File: src/rtl/slr_pkg.sv
package slr_pkg;
  localparam int unsigned SLR_ADDR_W = 2;
  localparam logic [SLR_ADDR_W-1:0] SLR_STAT_ADDR = 2'd0;
  localparam logic [SLR_ADDR_W-1:0] SLR_MASK_ADDR = 2'd1;
endpackage

File: src/rtl/slr_sync_edge.sv
module slr_sync_edge #(
  parameter int unsigned W      = 8,
  parameter int unsigned STAGES = 2
) (
  input  logic         clk,
  input  logic         rst,
  input  logic [W-1:0] async_i,
  output logic [W-1:0] level_o,
  output logic [W-1:0] rise_o
);
  logic [W-1:0] stg_q [STAGES];
  logic [W-1:0] prev_q;

  always_ff @(posedge clk) begin
    if (rst) stg_q[0] <= '0;
    else     stg_q[0] <= async_i;
  end

  for (genvar s = 1; s < STAGES; s++) begin : g_stage
    always_ff @(posedge clk) begin
      if (rst) stg_q[s] <= '0;
      else     stg_q[s] <= stg_q[s-1];
    end
  end

  always_ff @(posedge clk) begin
    if (rst) prev_q <= '0;
    else     prev_q <= stg_q[STAGES-1];
  end

  assign level_o = stg_q[STAGES-1];
  assign rise_o  = stg_q[STAGES-1] & ~prev_q;


  rise_single_chk: assert property (@(posedge clk) disable iff (rst)
    (rise_o != '0) |=> ((rise_o & $past(rise_o)) == '0));
endmodule

File: src/rtl/slr_latch_bank.sv
module slr_latch_bank #(
  parameter int unsigned W         = 8,
  parameter logic [W-1:0] LATCH_MAP = 8'h0F
) (
  input  logic         clk,
  input  logic         rst,
  input  logic [W-1:0] rise_i,
  input  logic [W-1:0] clr_i,
  output logic [W-1:0] latch_o,
  output logic [W-1:0] snap_o
);
  logic [W-1:0] set_w, latch_q, latch_d, snap_q, snap_d;

  always_comb begin
    set_w   = rise_i & LATCH_MAP;
    // a new event overrides a simultaneous clear
    latch_d = (set_w | (latch_q & ~clr_i)) & LATCH_MAP;
    snap_d  = ((clr_i & latch_q) | (~clr_i & snap_q)) & LATCH_MAP;
  end

  always_ff @(posedge clk) begin
    if (rst) begin
      latch_q <= '0;
      snap_q  <= '0;
    end else begin
      latch_q <= latch_d;
      snap_q  <= snap_d;
    end
  end

  assign latch_o = latch_q;
  assign snap_o  = snap_q;


  event_wins_chk: assert property (@(posedge clk) disable iff (rst)
    (set_w != '0) |=> ((latch_q & $past(set_w)) == $past(set_w)));

  clear_drops_chk: assert property (@(posedge clk) disable iff (rst)
    ((clr_i & ~set_w) != '0) |=> ((latch_q & $past(clr_i & ~set_w)) == '0));

  snap_hold_chk: assert property (@(posedge clk) disable iff (rst)
    (clr_i != {W{1'b1}}) |=> (((snap_q ^ $past(snap_q)) & ~$past(clr_i)) == '0));
endmodule

File: src/rtl/slr_irq_gen.sv
module slr_irq_gen #(
  parameter int unsigned W = 8
) (
  input  logic         clk,
  input  logic         rst,
  input  logic         mask_we_i,
  input  logic [W-1:0] mask_wdata_i,
  input  logic [W-1:0] latch_i,
  output logic [W-1:0] mask_o,
  output logic         irq_n_o
);
  logic [W-1:0] mask_q;
  logic         irq_n_q;

  always_ff @(posedge clk) begin
    if (rst) begin
      mask_q  <= '0;
      irq_n_q <= 1'b1;
    end else begin
      if (mask_we_i) mask_q <= mask_wdata_i;
      irq_n_q <= ~|(latch_i & mask_q);
    end
  end

  assign mask_o  = mask_q;
  assign irq_n_o = irq_n_q;


  irq_cause_chk: assert property (@(posedge clk) disable iff (rst)
    $fell(irq_n_q) |-> $past(|(latch_i & mask_q)));
endmodule

File: src/rtl/stat_latch_reg.sv
module stat_latch_reg
  import slr_pkg::*;
#(
  parameter int unsigned  W           = 8,
  parameter int unsigned  SYNC_STAGES = 2,
  parameter logic [W-1:0] LATCH_MAP   = 8'h0F
) (
  input  logic                  clk,
  input  logic                  rst,
  input  logic [SLR_ADDR_W-1:0] bus_addr,
  input  logic                  bus_wr,
  input  logic [W-1:0]          bus_wdata,
  input  logic                  bus_rd,
  output logic [W-1:0]          bus_rdata,
  input  logic [W-1:0]          evt_in,
  output logic                  irq_n
);
  logic [W-1:0] level_w, rise_w, clr_w, latch_w, snap_w, mask_w, view_w;
  logic [W-1:0] rd_mux, rdata_q;
  logic         stat_we, mask_we;

  assign stat_we = bus_wr && (bus_addr == SLR_STAT_ADDR);
  assign mask_we = bus_wr && (bus_addr == SLR_MASK_ADDR);
  assign clr_w   = stat_we ? bus_wdata : '0;

  slr_sync_edge #(.W(W), .STAGES(SYNC_STAGES)) u_sync (
    .clk(clk), .rst(rst), .async_i(evt_in),
    .level_o(level_w), .rise_o(rise_w)
  );

  slr_latch_bank #(.W(W), .LATCH_MAP(LATCH_MAP)) u_bank (
    .clk(clk), .rst(rst), .rise_i(rise_w), .clr_i(clr_w),
    .latch_o(latch_w), .snap_o(snap_w)
  );

  slr_irq_gen #(.W(W)) u_irq (
    .clk(clk), .rst(rst), .mask_we_i(mask_we), .mask_wdata_i(bus_wdata),
    .latch_i(latch_w), .mask_o(mask_w), .irq_n_o(irq_n)
  );

  assign view_w = (snap_w & LATCH_MAP) | (level_w & ~LATCH_MAP);

  always_comb begin
    case (bus_addr)
      SLR_STAT_ADDR: rd_mux = view_w;
      SLR_MASK_ADDR: rd_mux = mask_w;
      default:       rd_mux = '0;
    endcase
  end

  always_ff @(posedge clk) begin
    if (rst)         rdata_q <= '0;
    else if (bus_rd) rdata_q <= rd_mux;
  end

  assign bus_rdata = rdata_q;


  rdata_hold_chk: assert property (@(posedge clk) disable iff (rst)
    !bus_rd |=> $stable(bus_rdata));
endmodule

File: config.mk
export PLATFORM = sky130hd
export DESIGN_NAME = stat_latch_reg
export DESIGN_NICKNAME = d
export VERILOG_FILES = /design/src/rtl/slr_pkg.sv /design/src/rtl/slr_sync_edge.sv /design/src/rtl/slr_latch_bank.sv /design/src/rtl/slr_irq_gen.sv /design/src/rtl/stat_latch_reg.sv
export SDC_FILE = /design/constraint.sdc
export NUM_CORES = 1
export LEC_CHECK = 0
export BUFFER_PORTS_ARGS = -buffer_cell sky130_fd_sc_hd__buf_2
export CAP_MARGIN = 30
export CORE_MARGIN = 5
export CORE_UTILIZATION = 40
export CTS_BUF_LIST = sky130_fd_sc_hd__clkbuf_8
export DETAILED_ROUTE_END_ITERATION = 10
export SYNTH_ARGS = -nofsm -noshare
export SYNTH_HDL_FRONTEND = slang
export SYNTH_HIERARCHICAL = 1
export SYNTH_SLANG_ARGS = --single-unit
File: constraint.sdc
create_clock -name clk -period 1.05 [get_ports clk]
set_input_delay 0.0525 -clock clk [delete_from_list [all_inputs] [get_ports clk]]
set_output_delay 0.0525 -clock clk [all_outputs]
set_load 0.005 [all_outputs]
==> impl_metrics.json <==
{
  "outcome": "finished clean",
  "htreeDepth": 2,
  "peakVddDrop_uv": 991.1,
  "final_layout_size_suffix_gt1_share_pct": 29.63,
  "diodes": 0,
  "cts_root_buffer": "clkbuf_8",
  "grt.total_usage_pct": 12.71,
  "r2r-start": "u_irq/mask_o[0]",
  "worstSetupEndpointType": "flip-flop",
  "drt_iter0_drc": 39,
  "cpMaxStageDelayCell": "dfxtp_1",
  "wire_per_inst_microns": 12.67,
  "avgSynthCellArea_sq_um": 11.30,
  "p_seq_share_pct": 53.6,
  "power.internal_uw": 2661,
  "yosysWarnings": 6,
  "cts_buffer_depth": 2,
  "path_cells": "a22oi_1 -> a41o_1",
  "slew_viol_final": 0,
  "vias": 1089,
  "worstHoldPathType": "in -> reg",
  "antenna_found_initial": 0,
  "num-nets-final": 210,
  "startpoint_type": "flip-flop",
  "num_rows": 23,
  "worst-path-max-fanout": 3,
  "critPathArrivalTime_ps": 1010,
  "grt_pass1_vias": 1159,
  "overflow": 0,
  "route.antenna.remaining_nets": 0,
  "grt_pass1_wl_mm": 5.257,
  "gp_congestion": 0.7382,
  "cts_resized": 0,
  "final_hold_viol_count": 0,
  "initial_core_util_pct": 41.26,
  "dieHeight_microns": 74.23,
  "path_delay_family": "flip-flops",
  "rsz0062_at_grt": "false",
  "path_clk_slew_ps": 80,
  "num_io_pins": 31,
  "fmax_mhz": 1214,
  "cts.sinks": 45,
  "finalSetupViolCount": 0,
  "firstDrtPassIters": 4,
  "cts_tree": "done",
  "period_share_pct": 78.42,
  "worstPathRequired_ps": 1230,
  "power_switching_uw": 671.7,
  "worst_slew_pin_slew_ps": 607.1,
  "die_w_microns": 74.23,
  "drc": 0,
  "crit_end": "u_irq/irq_n_o",
  "hpwl_mm": 2.159,
  "power_frac_comb_pct": 7.1,
  "syn-cell-area_sq_um": 1650,
  "relSlewSlack_pct": 59.38,
  "clkLatencyLatePin_ps": 290,
  "critPathKind": "reg -> reg",
  "min_period_ps": 823.4,
  "fillers": 380,
  "sw_frac_of_total_pct": 20.16,
  "p_leak_uw": 0.0008507,
  "r2r_cells": 2,
  "worst_clock_skew_ps": 6.287,
  "pwr-share-clk_pct": 39.3,
  "wl_mm": 3.027,
  "max_cap_violations": 0,
  "dieArea_sq_um": 5510,
  "grt_start_max_net_pins": 36,
  "area_growth_pct": 23.58,
  "critPathMaxStageDelay_ps": 370,
  "p_total_uw": 3333,
  "cts-buffers-inserted": 5,
  "portBuffers": 30,
  "startpoint": "u_irq/mask_o[0]",
  "regToRegSetupSlack_ps": 230,
  "critPathBufInv": 0,
  "core_region_area_sq_um": 4000,
  "synth_cells": 146,
  "power_density_nw_per_um2": 1634,
  "fin_setup_tns_ps": 0,
  "r2r_end": "u_irq/irq_n_o",
  "worst-path-stages": 2,
  "via_per_inst": 4.556
}
cell type report:
class | instances | area (sq um) | area share (%)
sequential | 45 | 900.9 | 44.17
timing repair buffer | 43 | 282.8 | 13.86
clock inverter | 2 | 33.78 | 1.656
inverter | 4 | 15.01 | 0.7362
multi-input combinational | 89 | 661.9 | 32.45
clock buffer | 6 | 82.58 | 4.049
tap | 50 | 62.56 | 3.067
metal layers:
layer | wire (microns) | GRT usage (%) | vias up | share of wire (%)
met4 | 54 | 6.522 | 0 | 1.8
met2 | 1406 | 20.77 | 21 | 46
li1 | - | - | 561 | -
met3 | 142 | 3.514 | 5 | 4.7
met5 | 0 | 0 | - | 0
met1 | 1423 | 15.32 | 502 | 47
repair_timing:
item,in CTS,in global routing
endpoints found under the hold margin,10,0
setup buffers,0,0
hold buffers,9,0
worst min-delay path by stage:
stage / from / endpoint / slack [ps] / depth (start not counted)
finish: bus_wdata[7] / u_irq/mask_o[7] / 5 / 3
global route: bus_wdata[7] / u_irq/mask_o[7] / 5 / 3
CTS: bus_wdata[7] / u_irq/mask_o[7] / 2 / 3
detailed placement: evt_in[7] / u_sync/stg_q[0][7] / 260 / 2
global placement: evt_in[7] / u_sync/stg_q[0][7] / 260 / 2
floorplan: evt_in[7] / u_sync/stg_q[0][7] / 180 / 1
through the flow:
stage | setup slack (ps) | cell area [sq um] | instances | util (%) | hold slack (ps)
floorplan | 100.9 | 1662 | 149 | - | 177.7
global route | 198.5 | 2039 | 239 | 50.99 | 4.860
CTS | 219.5 | 2039 | 239 | 50.99 | 1.956
finish | 226.6 | 2039 | 239 | 50.99 | 4.748
global placement | 49.88 | 1833 | 222 | 45.82 | 259.8
detailed placement | 11.81 | 1833 | 222 | 45.82 | 263.6
state kept, by name, summed over array words and instances, names as in the netlist, named ones only:
signal,cells
u_bank/latch_o,4
u_sync/stg_q,16
u_irq/irq_n_o,1
u_irq/mask_o,8
bus_rdata,8
u_sync/prev_q,4
power groups by stage:
stage	clock network, uW	logic [uW]	registers, uW
detailed placement	0	213	1830
global placement	0	208	1830
global route	1430	263	1800
floorplan	0	151	1820
CTS	1340	239	1790
finish	1310	236	1790
worst reg2reg max path: cells and delay by family (launching register included):
kind / cells / cell delay, ps
flops: 1 / 370
compound gates: 2 / 350
cell usage in the layout, fill, tap and decap left out, drive strengths merged:
| master | n |
|---|---|
| dfxtp | 45 |
| buf | 34 |
| nor2b | 22 |
| mux2i | 20 |
| nor2 | 13 |
| dlygate4sd3 | 9 |
| o2bb2ai | 8 |
| clkbuf | 6 |
| inv | 5 |
| and2 | 4 |
| nand2b | 4 |
| a21oi | 4 |
| conb | 4 |
| a22oi | 4 |
| and2b | 2 |
| nor3b | 1 |
| and3b | 1 |
| or3b | 1 |
| bufinv | 1 |
| a41o | 1 |
(Power assumes the default switching activity.)
